$ cat src/rtl/swd_conn_pkg.sv
package swd_conn_pkg;
  typedef enum logic [2:0] {
    PH_OFF, PH_RST1, PH_CODE, PH_RST2, PH_IDLE1, PH_READ, PH_IDLE2
  } phase_e;

  // switch codes, bit 0 goes out first
  localparam logic [15:0] CODE_TO_SW   = 16'hE79E;
  localparam logic [15:0] CODE_TO_JTAG = 16'hE73C;
  // ID read: start=1 apndp=0 rnw=1 a2=0 a3=0 par=1 stop=0 park=1, LSB first
  localparam logic [7:0]  ID_RD_HDR    = 8'hA5;
  localparam logic [2:0]  ACK_OK       = 3'b001;
  localparam int          IDLE_BITS    = 8;
  localparam int          CODE_BITS    = 16;
endpackage

$ cat src/rtl/swd_conn_clkdiv.sv
module swd_conn_clkdiv #(
  parameter int HALF_CYC = 1
) (
  input  logic clk_i,
  input  logic rst_ni,
  input  logic en_i,
  output logic swclk_o,
  output logic slot_end_o
);
  localparam int CW = (HALF_CYC > 1) ? $clog2(2 * HALF_CYC) : 1;
  localparam logic [CW-1:0] TOP  = CW'(2 * HALF_CYC - 1);
  localparam logic [CW-1:0] HALF = CW'(HALF_CYC);

  logic [CW-1:0] cnt_q;

  always_ff @(posedge clk_i or negedge rst_ni) begin
    if (!rst_ni)           cnt_q <= '0;
    else if (!en_i)        cnt_q <= '0;
    else if (cnt_q == TOP) cnt_q <= '0;
    else                   cnt_q <= cnt_q + 1'b1;
  end

  assign swclk_o    = en_i && (cnt_q >= HALF);
  assign slot_end_o = en_i && (cnt_q == TOP);
endmodule

$ cat src/rtl/swd_conn_bitsrc.sv
module swd_conn_bitsrc
  import swd_conn_pkg::*;
(
  input  phase_e     phase_i,
  input  logic [3:0] code_idx_i,
  input  logic       to_sw_i,
  output logic       bit_o
);
  logic [15:0] code;
  assign code = to_sw_i ? CODE_TO_SW : CODE_TO_JTAG;

  always_comb begin
    unique case (phase_i)
      PH_RST1, PH_RST2:   bit_o = 1'b1;
      PH_CODE:            bit_o = code[code_idx_i];
      PH_IDLE1, PH_IDLE2: bit_o = 1'b0;
      default:            bit_o = 1'b1;
    endcase
  end
endmodule

$ cat src/rtl/swd_conn_seq.sv
module swd_conn_seq
  import swd_conn_pkg::*;
#(
  parameter int RST_CLKS = 50,
  parameter int HALF_CYC = 1
) (
  input  logic       clk_i,
  input  logic       rst_ni,
  input  logic       connect_i,
  input  logic       disconnect_i,
  input  logic       xfer_ack_valid_i,
  input  logic [2:0] xfer_ack_i,
  output logic       swclk_o,
  output logic       swdio_o,
  output logic       xfer_req_o,
  output logic [7:0] xfer_hdr_o,
  output logic       busy_o,
  output logic       done_o,
  output logic [2:0] status_o
);
  localparam int BIT_W = $clog2(RST_CLKS);
  localparam logic [BIT_W-1:0] LAST_RST  = BIT_W'(RST_CLKS - 1);
  localparam logic [BIT_W-1:0] LAST_CODE = BIT_W'(CODE_BITS - 1);
  localparam logic [BIT_W-1:0] LAST_IDLE = BIT_W'(IDLE_BITS - 1);

  phase_e           phase_q, phase_nx;
  logic [BIT_W-1:0] bit_q, last_idx;
  logic             to_sw_q, done_q;
  logic [2:0]       status_q;
  logic             clk_en, slot_end, data_bit;

  assign clk_en = (phase_q != PH_OFF) && (phase_q != PH_READ);

  swd_conn_clkdiv #(.HALF_CYC(HALF_CYC)) u_clkdiv (
    .clk_i      (clk_i),
    .rst_ni     (rst_ni),
    .en_i       (clk_en),
    .swclk_o    (swclk_o),
    .slot_end_o (slot_end)
  );

  swd_conn_bitsrc u_bitsrc (
    .phase_i    (phase_q),
    .code_idx_i (bit_q[3:0]),
    .to_sw_i    (to_sw_q),
    .bit_o      (data_bit)
  );

  always_comb begin
    unique case (phase_q)
      PH_RST1, PH_RST2: last_idx = LAST_RST;
      PH_CODE:          last_idx = LAST_CODE;
      default:          last_idx = LAST_IDLE;
    endcase
  end

  always_comb begin
    unique case (phase_q)
      PH_RST1:  phase_nx = PH_CODE;
      PH_CODE:  phase_nx = to_sw_q ? PH_RST2 : PH_OFF;
      PH_RST2:  phase_nx = PH_IDLE1;
      PH_IDLE1: phase_nx = PH_READ;
      default:  phase_nx = PH_OFF;
    endcase
  end

  always_ff @(posedge clk_i or negedge rst_ni) begin
    if (!rst_ni) begin
      phase_q  <= PH_OFF;
      bit_q    <= '0;
      to_sw_q  <= 1'b0;
      done_q   <= 1'b0;
      status_q <= '0;
    end else begin
      done_q <= 1'b0;
      unique case (phase_q)
        PH_OFF: if (connect_i || disconnect_i) begin
          to_sw_q <= connect_i;  // connect wins a tie
          bit_q   <= '0;
          phase_q <= PH_RST1;
        end
        PH_READ: if (xfer_ack_valid_i) begin
          status_q <= xfer_ack_i;
          phase_q  <= PH_IDLE2;
        end
        default: if (slot_end) begin
          if (bit_q == last_idx) begin
            bit_q   <= '0;
            phase_q <= phase_nx;
            if (phase_nx == PH_OFF) done_q <= 1'b1;
            if (phase_q == PH_CODE && !to_sw_q) status_q <= ACK_OK;
          end else begin
            bit_q <= bit_q + 1'b1;
          end
        end
      endcase
    end
  end

  assign swdio_o    = data_bit;
  assign xfer_req_o = (phase_q == PH_READ);
  assign xfer_hdr_o = ID_RD_HDR;
  assign busy_o     = (phase_q != PH_OFF);
  assign done_o     = done_q;
  assign status_o   = status_q;
endmodule

$ cat config.mk
export PLATFORM = sky130hd
export DESIGN_NAME = swd_conn_seq
export DESIGN_NICKNAME = d
export VERILOG_FILES = /design/src/rtl/swd_conn_pkg.sv /design/src/rtl/swd_conn_clkdiv.sv /design/src/rtl/swd_conn_bitsrc.sv /design/src/rtl/swd_conn_seq.sv
export SDC_FILE = /design/constraint.sdc
export NUM_CORES = 1
export LEC_CHECK = 0
export BUFFER_PORTS_ARGS = -buffer_cell sky130_fd_sc_hd__clkbuf_2
export CAP_MARGIN = 20
export CORE_UTILIZATION = 56
export DETAILED_ROUTE_END_ITERATION = 12
export GPL_ROUTABILITY_DRIVEN = 0
export PLACE_DENSITY = 0.82
export SLEW_MARGIN = 20
export SYNTH_ARGS = -nofsm -noshare
export SYNTH_HDL_FRONTEND = slang
export SYNTH_HIERARCHICAL = 1
export SYNTH_SLANG_ARGS = --single-unit
$ cat constraint.sdc
create_clock -name clk_i -period 5.7 [get_ports clk_i]
set_clock_uncertainty 0.05 [all_clocks]
set_input_delay 1.14 -clock clk_i [delete_from_list [all_inputs] [get_ports clk_i]]
set_output_delay 1.14 -clock clk_i [all_outputs]
set_load 0.005 [all_outputs]
* Yosys cells after proc, flatten, opt, wreduce, memory -nomap -nowiden
Index checks and enable logic that the tools add are counted.
Storage, ports and cells: register bits 15, input bits 8, output and inout port bits 16, logic and storage cells 71
Cells by class: $add $sub $neg 2, order comparisons 2, equality and inequality tests 10, mux-type cells 27, bitwise gates (word level) 2, reductions and logical operators 22
Operators with widths (count):
- 3-bit two-way mux | 8
- 6-bit one-hot mux with 2 select lines | 2
- 6-bit two-way mux | 3
- 3-bit one-hot mux with 2 select lines | 2
- 3-bit one-hot mux with 4 select lines | 1
- 3-bit equality test (second input constant) | 3
- 3-bit nonzero test | 3
- 8-bit two-way mux | 1
- 2-bit nonzero test | 4
- 1-bit two-way mux | 7
- 6-bit by 1-bit adder with 6-bit output (second input constant) | 1
- 3-bit by 2-bit equality test with 1-bit output (second input constant) | 2
- 6-bit equality test | 1
- 3-bit zero test | 2
- 2-bit OR reduction | 3
- 4-bit by 5-bit < comparator with 1-bit output (second input constant) | 1
- 5-bit AND reduction | 1
- 1-bit binary-select mux with 4-bit select | 1
- 1-bit logical AND | 4
- 2-bit inequality test (second input constant) | 2
- 4-bit AND reduction | 1
- 3-bit by 1-bit equality test with 1-bit output (second input constant) | 1
- 3-bit inequality test (second input constant) | 1
- 3-bit AND reduction | 1
- 8 further kinds | 9

* Logic depth before layout (Yosys ltp)
word-level depth 7, gate-level depth with buffers 9, gate-level depth less buffers 7

* Hierarchy
The synthesis kept the hierarchy.
By module, submodules not included:
- swd_conn_seq | instances 1, cells an instance 100, area an instance 928.4 um^2
- swd_conn_bitsrc | instances 1, cells an instance 10, area an instance 70.1 um^2
- swd_conn_clkdiv | instances 1, cells an instance 4, area an instance 48.8 um^2

* Least setup slack after synthesis
Ideal clock, no wire load.
path kind register to output, from register phase_q[2], to output port swclk_o, arrival 1.275 ns, setup slack 3.235 ns, cell stages (with the launch flop) 6, path buffers 2, cells stage by stage dfrtp_1 -> buf_6 -> nor2b_1 -> or3_1 -> and2_2 -> buf_4
Between the ends: longest elaborated chain between the ends 3
RTL lines:
- start: declaration | RTL line swd_conn_seq.sv:26 | phase_e phase_q, phase_nx;
- start signal: assignment | RTL line swd_conn_seq.sv:89 | phase_q <= phase_nx;
- 3-bit inequality test or 3-bit nonzero test (tied branches) | RTL line swd_conn_seq.sv:32 | assign clk_en = (phase_q != PH_OFF) && (phase_q != PH_READ);
- 1-bit logical AND * | RTL line swd_conn_seq.sv:32
- named net clk_en | RTL line swd_conn_seq.sv:30 | logic clk_en, slot_end, data_bit;
- 1-bit logical AND * | RTL line swd_conn_clkdiv.sv:23 | assign swclk_o = en_i && (cnt_q >= HALF);
- end: declaration | RTL line swd_conn_seq.sv:13 | output logic swclk_o,
Mark *: on every way through the listed nets, which the timed path passes. The rest lies on a longest branch.

* Final worst setup path
Ends and elaborated chain as after synthesis.

==> summary.txt <==
Status - completed
Vias - 828
Routed wire per std cell - 13.0 um
Cell area after synthesis - 1050 um^2
Clock network fraction of total power - 0.353
Placed Cells - 147
Die ar. - 2050 um^2
CTS tree - built
#FFs+latches synth - 15
Worst-path maximum fanout - 11
Power Density - 157 nW/um^2
Vias in the first global route - 703
Worst vdd ir - 0.111 mV
CP max stage delay - 510 ps
Avg Cell Area, Syn - 9.19 um^2
RSZ-0062 raised after global routing - no
Die Wd - 45.2 um
Pins over their slew limit - 0
Max Root-Sink Buffers - 2
Hold-fix buffers at CTS - 0
Post-place setup slack - 3040 ps
Initial Util - 0.600
CP Class - reg2out
Initial DRT Pass Iterations - 4
Total Routing Usage GR - 0.209
Cells after synthesis - 114
First-pass GRT wire length - 3070 um
PortBufs - 15
Die Ht - 45.2 um
Post-synth EDFFs - 0
Period utilization - 0.523
CP Buf/Inv Count - 1
Synth Warn # - 6
Dpl hpwl - 1450 um
Grt ovf - 0
Largest net degree at the start of global routing - 16
Synth top area cells - dfrtp_1, buf_4, nand2_1
TNS Setup - 0 ps
Share of post-route cells with drive strength above 1 - 0.254
WP data required - 4510 ps
Final setup margin - 2720 ps
# IOs - 24
Tmin final - 2980 ps
Area growth, synth to finish - 5.97%
Root buf cell - clkbuf_4
Cell Chain, Critical Path - nor2b_1 > or3_1 > and2_2 > clkbuf_2
Core Region - 1750 um^2
Post-CTS Setup Bufs - 0
Final hold violations - 0
Total wire length - 1970 um
F_max - 0.335 GHz
Leak - 0.000537 uW
NetSw - 39.9 uW
Synth cell types - 43
Total CTS buffers - 3
Drt drc - 0
# fillers - 154
Endpoints failing setup - 0
Layout Cells excl Fill - 151
Clk_lat worst skew - 280 ps
Number of routed nets with antenna violations - 0
Critical Path Start Type - register
Post_cts resized - 0
Largest delay share family, worst path - simple AND/OR/NAND/NOR gates
Crit-path slowest cell - dfrtp_1
Async S/R FF share, synth - 1.00
Sw Share - 0.229
TritonCTS Sinks - 15
Diode count - 0
Maxcap violations - 0
Cell Int Power - 134 uW
DR iter-0 viols - 19
CTS H-Tree Depth - 1
Total Nets Final - 136
Most frequent cells in the layout - nand2_1, dfrtp_1, clkbuf_2
Reg power frac - 0.611
Element type at the critical path end - output port
Cell Rows - 15
Hold Crit Class - reg2reg
Arr. time, crit path - 1790 ps
Yosys top cell by area - dfrtp_1
DR vias/cell - 5.48
Worst-path clk slew - 100 ps
Register area share after synthesis - 0.358
Comb power frac - 0.036
Ys flop type - dfrtp_1
Initial antenna violation count - 0
Synth top area share - 0.358
power groups by stage:
stage	Clock, uW	Combinational [uW]	Sequential (uW)
floorplan	0	5.50	108
global placement	0	6.25	108
detailed placement	0	6.43	108
CTS	64.6	6.47	106
global route	68.9	7.41	106
finish	61.5	6.35	106
state kept, by name (all words and copies together), names as in the netlist:
signal / count
status_o: 3
phase_q: 3
bit_q: 6
u_clkdiv/cnt_q: 1
to_sw_q: 1
done_o: 1
cell usage after synthesis (2+ instances only):
cell type and count:
buf_2 3, or2_2 2, o21ai_0 3, and2_1 2, buf_4 9, xnor2_1 2, nor2_1 8, conb_1 2
nor3_1 2, nor2b_1 4, a211o_1 4, dfrtp_1 15, a22o_1 3, o211ai_1 2, nand3_2 2, and4b_1 2
and3_1 2, nand2_1 15, nand4_1 3, a221o_1 2, nand3_1 2, nor4b_1 2, inv_1 3
path summary, 6_finish.rpt:
kind,start,end,slack (ps),depth (start not counted)
max,phase_q[2],swclk_o,2720,4
min,status_o[2],status_o[2],490,2
max reg2reg,phase_q[0],bit_q[5],3450,6
min reg2reg,status_o[2],status_o[2],490,2
max in group asynchronous,rst_ni,bit_q[3],4620,1
min in group asynchronous,rst_ni,u_clkdiv/cnt_q,700,1
area by class of cell:
cell class              count  area [um^2]  area share
multi-input cells          89          589       0.531
flip-flops and latches     15          375       0.338
repair buffers             15         75.1      0.0676
well taps                  25         31.3      0.0282
clock buffers               3         22.5      0.0203
inverters                   3         11.3      0.0101
clock inverters             1         5.00     0.00451
through the flow:
step	hold WS (ps)	total power, uW	cell area [um^2]	util
2_1_floorplan	473	114	1070	-
4_1_cts	496	177	1110	0.636
6_report	490	174	1110	0.636
5_1_grt	521	183	1110	0.636
3_5_place_dp	479	115	1080	0.620
3_3_place_gp	468	115	1080	0.620
kinds of logic (layout without fill, tap and decap cells):
| family | Yosys count | after routing | share of synthesized area |
|---|---|---|---|
| compound gates | 21 | 21 | 0.178 |
| xor+xnor | 2 | 2 | 0.0167 |
| fa+ha+maj | 1 | 1 | 0.0119 |
| buf+inv | 16 | 22 | 0.100 |
| flops | 15 | 15 | 0.358 |
| mux | 1 | 1 | 0.0143 |
| other cells | 2 | 8 | 0.00717 |
| simple gates | 56 | 56 | 0.313 |
layer usage:
layer | vias to the layer above | track usage | part of all wire
met1 | 387 | 0.274 | 0.48
met3 | 2 | 0.0280 | 0.031
met2 | 18 | 0.336 | 0.49
met4 | 0 | 0.103 | 0.0071
met5 | - | 0 | 0
li1 | 421 | - | -
tightest hold or removal path: stages (launching register included):
cell	delay (ps)
dfrtp_1	390
nand2_1	50
o21ai_0	60
No activity file was read; power rests on OpenSTA's default activity.
